==> src/rtl/irq_pkg.sv <==
package irq_pkg;
    localparam int NSRC       = 5;
    localparam int NEXT       = 2;
    localparam int NTMR       = 2;
    localparam int IDX_W      = $clog2(NSRC);
    localparam int VEC_W      = 16;
    localparam logic [VEC_W-1:0] VEC_BASE = 16'h0003;
    localparam int VEC_SHIFT  = 3;   // 8-byte spacing

    typedef enum logic [IDX_W-1:0] {
        SRC_EXT0 = 3'd0,
        SRC_TMR0 = 3'd1,
        SRC_EXT1 = 3'd2,
        SRC_TMR1 = 3'd3,
        SRC_SER  = 3'd4
    } src_e;

    typedef struct packed {
        logic hi;
        logic lo;
    } svc_t;
endpackage

==> src/rtl/irq_ext_flag.sv <==
module irq_ext_flag (
    input  logic clk,
    input  logic rst_n,
    input  logic pin_n,
    input  logic edge_mode,
    input  logic clr,
    output logic flag
);
    typedef struct packed {
        logic pin;
        logic latched;
    } st_t;

    st_t st_d, st_q;

    always_comb begin
        st_d     = st_q;
        st_d.pin = pin_n;
        if (!edge_mode) begin
            st_d.latched = 1'b0;
        end else if (st_q.pin && !pin_n) begin
            st_d.latched = 1'b1;
        end else if (clr) begin
            st_d.latched = 1'b0;
        end
    end

    always_ff @(posedge clk or negedge rst_n) begin
        if (!rst_n) begin
            st_q <= '{pin: 1'b1, latched: 1'b0};
        end else begin
            st_q <= st_d;
        end
    end

    assign flag = edge_mode ? st_q.latched : ~st_q.pin;
endmodule

==> src/rtl/irq_sticky_flag.sv <==
module irq_sticky_flag (
    input  logic clk,
    input  logic rst_n,
    input  logic set,
    input  logic clr,
    output logic flag
);
    typedef struct packed {
        logic f;
    } st_t;

    st_t st_d, st_q;

    always_comb begin
        st_d = st_q;
        if (set) begin
            st_d.f = 1'b1;
        end else if (clr) begin
            st_d.f = 1'b0;
        end
    end

    always_ff @(posedge clk or negedge rst_n) begin
        if (!rst_n) begin
            st_q <= '0;
        end else begin
            st_q <= st_d;
        end
    end

    assign flag = st_q.f;
endmodule

==> src/rtl/irq_pick.sv <==
module irq_pick #(
    parameter int N  = 5,
    localparam int IW = $clog2(N)
) (
    input  logic [N-1:0]  pend,
    input  logic [N-1:0]  prio,
    input  logic          busy_hi,
    input  logic          busy_lo,
    output logic          valid,
    output logic [IW-1:0] win_idx,
    output logic          win_hi
);
    logic [N-1:0]  hi_set;
    logic [N-1:0]  lo_set;
    logic [IW-1:0] hi_idx;
    logic [IW-1:0] lo_idx;

    assign hi_set = pend & prio;
    assign lo_set = pend & ~prio;

    // lowest index wins: scan downwards, last hit overrides
    always_comb begin
        hi_idx = '0;
        lo_idx = '0;
        for (int k = N - 1; k >= 0; k--) begin
            if (hi_set[k]) hi_idx = IW'(k);
            if (lo_set[k]) lo_idx = IW'(k);
        end
    end

    always_comb begin
        valid   = 1'b0;
        win_idx = '0;
        win_hi  = 1'b0;
        if (!busy_hi) begin
            if (|hi_set) begin
                valid   = 1'b1;
                win_idx = hi_idx;
                win_hi  = 1'b1;
            end else if (!busy_lo && (|lo_set)) begin
                valid   = 1'b1;
                win_idx = lo_idx;
            end
        end
    end
endmodule

==> src/rtl/irq_vector_ctrl.sv <==
module irq_vector_ctrl
    import irq_pkg::*;
(
    input  logic        clk,
    input  logic        rst_n,
    input  logic [1:0]  ext_n_i,
    input  logic [1:0]  ext_edge_i,
    input  logic [1:0]  tmr_ovf_i,
    input  logic        ser_rx_i,
    input  logic        ser_tx_i,
    input  logic [4:0]  mask_i,
    input  logic        master_en_i,
    input  logic [4:0]  prio_i,
    input  logic        irq_ack_i,
    input  logic        reti_i,
    output logic        irq_req_o,
    output logic [15:0] irq_vec_o,
    output logic        svc_hi_o,
    output logic        svc_lo_o
);
    logic [NSRC-1:0]  raw;
    logic [NSRC-1:0]  pend;
    logic [NSRC-1:0]  clr;
    logic             win_valid;
    logic [IDX_W-1:0] win_idx;
    logic             win_hi;
    logic             take;
    svc_t             svc_d, svc_q;

    // external pins sit at even indices 0 and 2
    for (genvar i = 0; i < NEXT; i++) begin : g_ext
        irq_ext_flag u_ext (
            .clk       (clk),
            .rst_n     (rst_n),
            .pin_n     (ext_n_i[i]),
            .edge_mode (ext_edge_i[i]),
            .clr       (clr[2*i]),
            .flag      (raw[2*i])
        );
    end

    // timers sit at odd indices 1 and 3
    for (genvar j = 0; j < NTMR; j++) begin : g_tmr
        irq_sticky_flag u_tmr (
            .clk   (clk),
            .rst_n (rst_n),
            .set   (tmr_ovf_i[j]),
            .clr   (clr[2*j+1]),
            .flag  (raw[2*j+1])
        );
    end

    assign raw[SRC_SER] = ser_rx_i | ser_tx_i;
    assign pend         = raw & mask_i & {NSRC{master_en_i}};

    irq_pick #(.N(NSRC)) u_pick (
        .pend    (pend),
        .prio    (prio_i),
        .busy_hi (svc_q.hi),
        .busy_lo (svc_q.lo),
        .valid   (win_valid),
        .win_idx (win_idx),
        .win_hi  (win_hi)
    );

    assign take = irq_ack_i & win_valid;
    assign clr  = take ? (NSRC'(1) << win_idx) : '0;

    always_comb begin
        svc_d = svc_q;
        if (reti_i) begin
            if (svc_q.hi) svc_d.hi = 1'b0;
            else          svc_d.lo = 1'b0;
        end
        if (take) begin
            if (win_hi) svc_d.hi = 1'b1;
            else        svc_d.lo = 1'b1;
        end
    end

    always_ff @(posedge clk or negedge rst_n) begin
        if (!rst_n) begin
            svc_q <= '0;
        end else begin
            svc_q <= svc_d;
        end
    end

    assign irq_req_o = win_valid;
    assign irq_vec_o = win_valid ? (VEC_BASE + (VEC_W'(win_idx) << VEC_SHIFT)) : '0;
    assign svc_hi_o  = svc_q.hi;
    assign svc_lo_o  = svc_q.lo;
endmodule

==> config.mk <==
export PLATFORM = sky130hd
export DESIGN_NAME = irq_vector_ctrl
export DESIGN_NICKNAME = d
export VERILOG_FILES = /design/src/rtl/irq_pkg.sv /design/src/rtl/irq_ext_flag.sv /design/src/rtl/irq_sticky_flag.sv /design/src/rtl/irq_pick.sv /design/src/rtl/irq_vector_ctrl.sv
export SDC_FILE = /design/constraint.sdc
export NUM_CORES = 1
export LEC_CHECK = 0
export BUFFER_PORTS_ARGS = -buffer_cell sky130_fd_sc_hd__buf_4
export CAP_MARGIN = 20
export CORE_MARGIN = 1.5
export CORE_UTILIZATION = 47
export CTS_CLUSTER_DIAMETER = 80
export DETAILED_ROUTE_END_ITERATION = 16
export PLACE_DENSITY = 0.85
export SYNTH_ARGS = -nofsm -noshare
export SYNTH_HDL_FRONTEND = slang
export SYNTH_SLANG_ARGS = --single-unit
==> constraint.sdc <==
create_clock -name clk -period 3.9 [get_ports clk]
set_input_delay 0.78 -clock clk [delete_from_list [all_inputs] [get_ports clk]]
set_output_delay 0.78 -clock clk [all_outputs]
set_load 0.02 [all_outputs]
# ---- Yosys cells after proc, flatten, opt, wreduce, memory -nomap -nowiden
# Cells that the tools add are included.
dict set report totals {
  inputBits 23
  reg_bits 8
  wordCells 68
  output_inout_bits 19
}
dict set report op_classes {
  n_eq_ne 2
  mux 37
  n_addsub 1
  shift 1
  bitwise_logic 9
  n_reduce_logical 10
}
# cell count
set op_table {}
lappend op_table {{3-bit 2-to-1 mux} 13}
lappend op_table {{5-bit bitwise AND} 4}
lappend op_table {{1-bit 2-to-1 mux} 20}
lappend op_table {{5-bit OR reduction} 2}
lappend op_table {{2-bit by 6-bit adder with 7-bit output, first input constant} 1}
lappend op_table {{7-bit 2-to-1 mux} 1}
lappend op_table {{3-bit by 1-bit != test with 1-bit output, second input constant} 2}
lappend op_table {{5-bit inverter} 1}
lappend op_table {{2-bit 2-to-1 mux} 2}
lappend op_table {{4-bit 2-to-1 mux} 1}
lappend op_table {{2-bit nonzero test} 2}
lappend op_table {{1-bit by 3-bit << shifter with 4-bit output, first input constant} 1}
lappend op_table {{1-bit logical AND} 3}
lappend op_table {{1-bit zero test} 3}
lappend op_table {{1-bit inverter} 2}
lappend op_table {{1-bit bitwise AND} 1}
lappend op_table {{1-bit OR} 1}

# ---- Depth between registers and ports, before layout
# Gate-level depths: netlist of the first run.
dict set report logic_depth {
  word_depth 18
  mapped_depth 7
  mapped_depth_nobuf 7
}

# ---- Hierarchy
# A second synthesis of the first run with hierarchy kept.
dict set report hier_totals {
  cells_unflattened 81
  area_unflattened_um2 716.9
}
# mod area_each_um2 instances seq_area_each_um2 cells_per_inst
set modules_own_cells {}
lappend modules_own_cells {irq_vector_ctrl 280.3 1 50.0 34}
lappend modules_own_cells {irq_pick 196.4 1 0.0 27}
lappend modules_own_cells {irq_ext_flag 83.8 2 51.3 7}
lappend modules_own_cells {irq_sticky_flag 36.3 2 25.0 3}

# ---- Least setup slack after synthesis of the first run
# No wires, ideal clock.
dict set report synth_path {
  kind {in2out}
  start {input ext_edge_i[1]}
  end {output irq_vec_o[0]}
  path_stages 5
  arrival_time_ns 2.148
  setup_slack_ns 0.972
  required_time_ns 3.120
  path_buffers 1
  path_cell_list {nor2b_4 -> or4_4 -> a41o_1 -> a31oi_4 -> buf_4}
}
dict set report synth_via {
  elab_chain_len 10
  word_cells_on_any_way 12
  classes_between {mux (5); bitwise (4); reduce/logical (3)}
}
# element line
set synth_rtl {}
lappend synth_rtl {{from (decl)} irq_vector_ctrl.sv:7} ;# input logic [1:0] ext_edge_i,
lappend synth_rtl {{1-bit 2-to-1 mux *} irq_ext_flag.sv:36} ;# assign flag = edge_mode ? st_q.latched : ~st_q.pin;
lappend synth_rtl {{5-bit bitwise AND * (2 in series)} irq_vector_ctrl.sv:54} ;# assign pend = raw & mask_i & {NSRC{master_en_i}};
lappend synth_rtl {{5-bit bitwise AND} irq_pick.sv:19} ;# assign lo_set = pend & ~prio;
lappend synth_rtl {{5-bit OR reduction} irq_pick.sv:40} ;# end else if (!busy_lo && (|lo_set)) begin
lappend synth_rtl {{1-bit logical AND} irq_pick.sv:40}
lappend synth_rtl {{1-bit 2-to-1 mux} irq_pick.sv:40}
lappend synth_rtl {{1-bit 2-to-1 mux *} irq_pick.sv:36} ;# if (|hi_set) begin
lappend synth_rtl {{1-bit 2-to-1 mux *} irq_pick.sv:35} ;# if (!busy_hi) begin
lappend synth_rtl {{named net irq_req_o} irq_vector_ctrl.sv:16} ;# output logic irq_req_o,
lappend synth_rtl {{7-bit 2-to-1 mux *} irq_vector_ctrl.sv:90} ;# assign irq_vec_o = win_valid ? (VEC_BASE + (VEC_W'(win_idx) << VEC_SHIFT)) : '0;
lappend synth_rtl {{to (decl)} irq_vector_ctrl.sv:17} ;# output logic [15:0] irq_vec_o,
# Mark *: on every way through the listed nets, which the timed path passes. The rest lies on a longest branch.

# ---- Worst setup path in the final report of the first run
dict set report layout_path {
  start {input ext_edge_i[1]}
  end {output irq_vec_o[3]}
}
dict set report layout_via {
  elab_chain_len 12
  word_cells_on_any_way 22
  classes_between {add/sub (1); mux (14); bitwise (4); reduce/logical (3)}
}
# element line
set layout_rtl {}
lappend layout_rtl {{1-bit 2-to-1 mux *} irq_ext_flag.sv:36}
lappend layout_rtl {{5-bit bitwise AND * (2 in series)} irq_vector_ctrl.sv:54}
lappend layout_rtl {{5-bit bitwise AND} irq_pick.sv:19}
lappend layout_rtl {{3-bit 2-to-1 mux (3 in series)} irq_pick.sv:27} ;# if (lo_set[k]) lo_idx = IW'(k);
lappend layout_rtl {{3-bit 2-to-1 mux} irq_pick.sv:40}
lappend layout_rtl {{3-bit 2-to-1 mux} irq_pick.sv:36}
lappend layout_rtl {{3-bit 2-to-1 mux} irq_pick.sv:35}
lappend layout_rtl {{2-bit by 6-bit adder with 7-bit output} irq_vector_ctrl.sv:90}
lappend layout_rtl {{7-bit 2-to-1 mux *} irq_vector_ctrl.sv:90}
# Mark *: on every way between the ends. The rest lies on a longest branch, timed or not.

==> impl_metrics.yaml, run 1 <==
yosys:
  yosys_warnings: 0
  synthDistinctLibCells: 41
  synth_seq_cells: 8
  synth_area_um2: 762
  synth.avg_cell_area_um2: 9.07
  synth-main-ff-cell: "dfrtp_1"
  synth_edf_count: 0
  synth-seq-area-share_pct: 26.6
  syn_inst: 84
  synthArstFlopShare_pct: 100
cells_and_area:
  final_cell_mix: "buf_4 (30), conb_1 (11), nand2b_1 (6), dfrtp_1 (6), nand2_1 (5)"
  final_area_um2: 970
  seq_area_um2: 203
  multi_input_area_um2: 480
  fin_nets: 139
  drive_gt1_share_pct: 38.6
  finalCoreUtilization_pct: 64.4
  num_antenna_cells: 0
  finalNonFillerCells: 130
  area_growth_pct: 27.3
  nFillCells: 126
  final_common_cell: "buf_4"
clocking:
  holdBufCountCts: 0
  cts_root_buf: "clkbuf_4"
  clk_latency_ns: 0.24
  clkTransAtPathRegs_ns: 0.05
  clock_sinks: 8
  cts_resized: 0
  cts_buffer_depth: 2
  cts_made_buffers: 3
  cts_setup_buffers: 0
  cts_tree: "built"
  cts_max_level: 1
global_route:
  grt_antenna_before_repair: 0
  grt_pass1_vias: 639
  overflow: 0
  grt_max_degree: 9
  grt_usage_pct: 18.3
  grt_pass1_wl_um: 2570
critical_path:
  crit_path_start: "ext_edge_i[1]"
  crit_end: "irq_vec_o[3]"
  critical_path.max_fanout: 4
  worst_setup_path_start_kind: "primary input"
  r2r_slack_ns: 1.76
  required_ns: 3.12
  worst-setup-path-type: "in -> out"
  endpoint_kind: "output port"
  worstPathArrival_ns: 2.37
  r2r-start: "g_ext[1].u_ext.st_q[1]"
  r2r-end: "g_ext[0].u_ext.st_q[0]"
  rr_worst_depth: 7
floorplanning:
  dieArea_um2: 1870
  core_um2: 1510
  ioPinCount: 42
  num_rows: 14
  die_w_um: 43.3
  die_y_um: 43.3
  start_util_pct: 50.6
sta:
  setup-violations-final: 0
  relSlewSlack_pct: 65.8
  drv_slew: 0
  setup_ws_ns: 0.750
  fin_crit_ns: 3.15
  setup_tns_ns: 0
  hold_violations: 0
  post-route-period-util_pct: 80.8
  worst_pin_slew_ns: 0.506
  fmax_mhz: 317
  rsz0062_at_grt: "no"
  hold_slack_ns: 0.343
  skew_ns: 0.00106
power:
  p_comb_share_pct: 46.2
  peakVddDrop_mv: 0.246
  p_per_area_nw_per_um2: 305
  p_int_mw: 0.188
  p_leak_nw: 0.470
  finalPower_mw: 0.295
  power.switching_mw: 0.107
  p_clk_share_pct: 19.9
  p_sw_share_pct: 36.3
  p_seq_share_pct: 33.9
placed_design:
  io_buffers: 30
  gp_congestion: 0.782
  pre_cts_slack_ns: 0.772
  dp_cells: 127
  place_area_um2: 947
  dp_hpwl_um: 1400
drt:
  ant_nets: 0
  wire_per_inst_um: 12.5
  drtPass1Iterations: 4
  via_per_inst: 5.48
  drc_errors: 0
  drt-total-wl_um: 1620
  vias: 713
  drtIter0Drc: 12
flow_run:
  drv_cap: 0
run_status:
  status: "complete, no violations"
hold_path:
  hold_class: "in -> async"
critical path: stages:
cell and delay, ns:
buf_4 0.12, nor2b_4 0.12, nor4b_2 0.50, a2111oi_4 0.14, and4_1 0.25, or2_2 0.30, buf_4 0.16
area by class of cell:
class | count | area share (%)
clock buffer | 3 | 2.32
inverter | 5 | 1.94
multi-input combinational | 68 | 49.5
sequential | 8 | 20.9
tap | 16 | 2.06
timing repair buffer | 30 | 23.2
state kept, by name, summed over array words and instances (netlist names):
| signal | cells |
|---|---|
| svc_lo_o | 1 |
| svc_hi_o | 1 |
| g_tmr.u_tmr.flag | 2 |
| g_ext.u_ext.st_q | 4 |
worst min-delay path by stage:
stage                        startpoint                      to  slack (ns)
floorplan           g_tmr[1].u_tmr.flag     g_tmr[1].u_tmr.flag        0.45
global placement    g_tmr[1].u_tmr.flag     g_tmr[1].u_tmr.flag        0.49
detailed placement  g_tmr[1].u_tmr.flag     g_tmr[1].u_tmr.flag        0.50
CTS                               rst_n                svc_lo_o        0.34
global route                      rst_n  g_ext[1].u_ext.st_q[0]        0.33
finish                            rst_n                svc_hi_o        0.34
layer usage:
metal  GRT usage [%]  routed length (um)  vias up
met2            31.0                 816       31
met5               0                   0        -
met3            2.98                 102        2
met1            22.9                 690      323
met4            7.27                  13        0
li1                -                   -      357
logic make-up (layout without fill, tap and decap cells):
kind of cell	count (synthesis)	in the layout	share of synthesized area (%)
compound gates	22	22	26.1
mux	1	1	1.31
flops	8	8	26.6
simple gates	34	34	30.2
other cells	1	11	0.492
buf+inv	18	38	15.3
synth_stat cells (2+ instances only):
cell / count / area share [%]
nor2_1: 3 / 1.5
nand2b_1: 6 / 4.9
buf_4: 13 / 13
o211ai_1: 2 / 2.0
nand3_1: 2 / 1.3
inv_1: 4 / 2.0
dfstp_2: 2 / 6.9
o21ai_0: 3 / 2.0
a21o_1: 2 / 2.0
a41oi_1: 2 / 2.3
nand2_1: 5 / 2.5
nor2b_1: 3 / 2.5
and3_1: 2 / 1.6
nor4b_2: 2 / 3.9
dfrtp_1: 6 / 20
a31oi_1: 2 / 1.6
power by group through the flow:
stage / Combinational, mW / Clock (mW) / Sequential, mW
after floorplan: 0.0939 / 0 / 0.104
after global placement: 0.135 / 0 / 0.101
after detailed placement: 0.136 / 0 / 0.101
after CTS: 0.137 / 0.0609 / 0.0999
after global routing: 0.147 / 0.0666 / 0.101
final: 0.137 / 0.0587 / 0.100
No activity file was read; power rests on OpenSTA's default activity.
==> run 2: changes to the inputs <==
Settings changed: CORE_UTILIZATION 47 to 39, PLACE_DENSITY 0.85 to 0.75.
Clock period 3.9 ns to 2.8 ns, I/O delays scaled along.
==> run 2 against run 1 <==
- sequential power up 40%
- largest cell class unchanged
- non-clock buffer count is 2 higher
- highest routed layer is now met3
- via count is 0.70% higher
==> impl_metrics.yaml, run 2 (synthesis gave the netlist of run 1 again) <==
power:
  p_leak_nw: 0.479
  peakVddDrop_mv: 0.305
  p_seq_share_pct: 33.2
  p_int_mw: 0.266
  p_per_area_nw_per_um2: 423
  power.switching_mw: 0.156
  p_sw_share_pct: 36.9
  p_clk_share_pct: 20.1
  p_comb_share_pct: 46.7
cells_and_area:
  num_antenna_cells: 0
  multi_input_area_um2: 480
  drive_gt1_share_pct: 39.7
  final_common_cell: "buf_4"
  final_cell_mix: "buf_4 (32), conb_1 (11), nand2b_1 (6), dfrtp_1 (6), nand2_1 (5)"
  final_area_um2: 996
  seq_area_um2: 203
  largest_reg_flops: 4
  fin_nets: 141
  nFillCells: 178
  area_growth_pct: 30.7
  largest-register: "g_ext.u_ext.st_q"
global_route:
  grt_antenna_before_repair: 0
  grt_max_degree: 9
  grt_pass1_wl_um: 2730
  grt_pass1_vias: 671
  grt_usage_pct: 17.6
  overflow: 0
floorplanning:
  die_w_um: 47.2
  ioPinCount: 42
  num_rows: 15
  start_util_pct: 42.7
  core_um2: 1780
  die_y_um: 47.2
  dieArea_um2: 2230
critical_path:
  required_ns: 2.24
  endpoint_kind: "output port"
  r2r_slack_ns: 0.65
  rr_worst_depth: 8
  worst-setup-path-type: "in -> out"
  worst_setup_path_start_kind: "primary input"
  worstPathArrival_ns: 2.11
  r2r-end: "g_ext[0].u_ext.st_q[0]"
  critical_path.max_fanout: 7
  r2r-start: "g_ext[0].u_ext.st_q[1]"
sta:
  hold_violations: 0
  worst_pin_slew_ns: 0.501
  setup_tns_ns: 0
  skew_ns: 0.00549
  relSlewSlack_pct: 66.5
  rsz0062_at_grt: "no"
  fin_crit_ns: 2.67
  hold_slack_ns: 0.115
  drv_slew: 0
  post-route-period-util_pct: 95.3
  fmax_mhz: 375
  setup-violations-final: 0
placed_design:
  io_buffers: 30
  gp_congestion: 0.878
  place_area_um2: 958
  dp_hpwl_um: 1470
clocking:
  clk_latency_ns: 0.25
  cts_max_level: 1
  holdBufCountCts: 0
  cts_made_buffers: 3
  clock_sinks: 8
  cts_root_buf: "clkbuf_4"
  clkTransAtPathRegs_ns: 0.05
  cts_tree: "built"
  cts_buffer_depth: 2
drt:
  routed.top_layer: "met3"
  drt-total-wl_um: 1770
  drc_errors: 0
  route.met3.wl_um: 74
  ant_nets: 0
  vias: 718
  wl_met1_um: 779
  drtIter0Drc: 10
  wire_per_inst_um: 12.6
  via_per_inst: 5.09
  drtPass1Iterations: 4
  wl_met2_um: 918
flow_run:
  drv_cap: 0
hold_path:
  hold_class: "in -> async"
run_status:
  status: "complete, no violations"
-- run 2: cell count changes in the layout (fill, tap and decap cells not counted), sizes merged --
cell | previous run | this run
buf | 30 | 32
-- run 2: worst max path at each step --
stage                            from            to  slack, ns  depth (start not counted)
3_3_place_gp            ext_edge_i[1]  irq_vec_o[3]       0.13                          7
3_5_place_dp            ext_edge_i[1]  irq_vec_o[3]       0.07                          7
5_1_grt        g_ext[0].u_ext.st_q[1]  irq_vec_o[5]       0.06                          5
2_1_floorplan           ext_edge_i[1]  irq_vec_o[0]       0.31                          5
6_report                  master_en_i  irq_vec_o[4]       0.13                          8
4_1_cts        g_ext[1].u_ext.st_q[1]  irq_vec_o[3]       0.01                          6
-- run 2: critical path, cell delays in order --
cell,delay [ns]
buf_4,0.14
and3_1,0.19
and3_1,0.20
a2111oi_4,0.43
buf_4,0.18
a31o_1,0.18
inv_2,0.07
buf_4,0.16
-- run 2: power groups by stage --
stage	Combinational (mW)	Sequential, mW	Clock (mW)
finish	0.197	0.140	0.0848
global placement	0.189	0.141	0
floorplan	0.131	0.144	0
CTS	0.193	0.139	0.0905
global route	0.214	0.141	0.0970
detailed placement	0.192	0.141	0
-- run 2: layer usage --
metal  GRT usage (%)  up-vias
met1            21.6      341
met5               0        -
met3            2.69        0
met4            8.33        0
li1                -      354
met2            30.1       23
-- run 2: per-stage QoR --
step | util (%) | setup WS (ns) | instances | total power [mW]
after floorplan | - | 0.312 | 94 | 0.275
after global placement | 53.8 | 0.125 | 136 | 0.330
after detailed placement | 53.8 | 0.0652 | 136 | 0.333
after CTS | 55.0 | 0.0122 | 139 | 0.422
after global routing | 55.9 | 0.0619 | 141 | 0.452
final | 55.9 | 0.131 | 141 | 0.421
-- run 2: area by class of cell --
type / instances / share of cell area, %
repair buffers: 32 / 24.1
inverters: 5 / 1.88
well taps: 25 / 3.14
flip-flops and latches: 8 / 20.4
clock buffers: 3 / 2.26
multi-input cells: 68 / 48.2
-- run 2: timing repair --
item / in CTS / in global routing
setup endpoints to repair: 0 / 1
resized for setup: 0 / 0
setup buffers: 0 / 2
hold endpoints to repair: 0 / 0
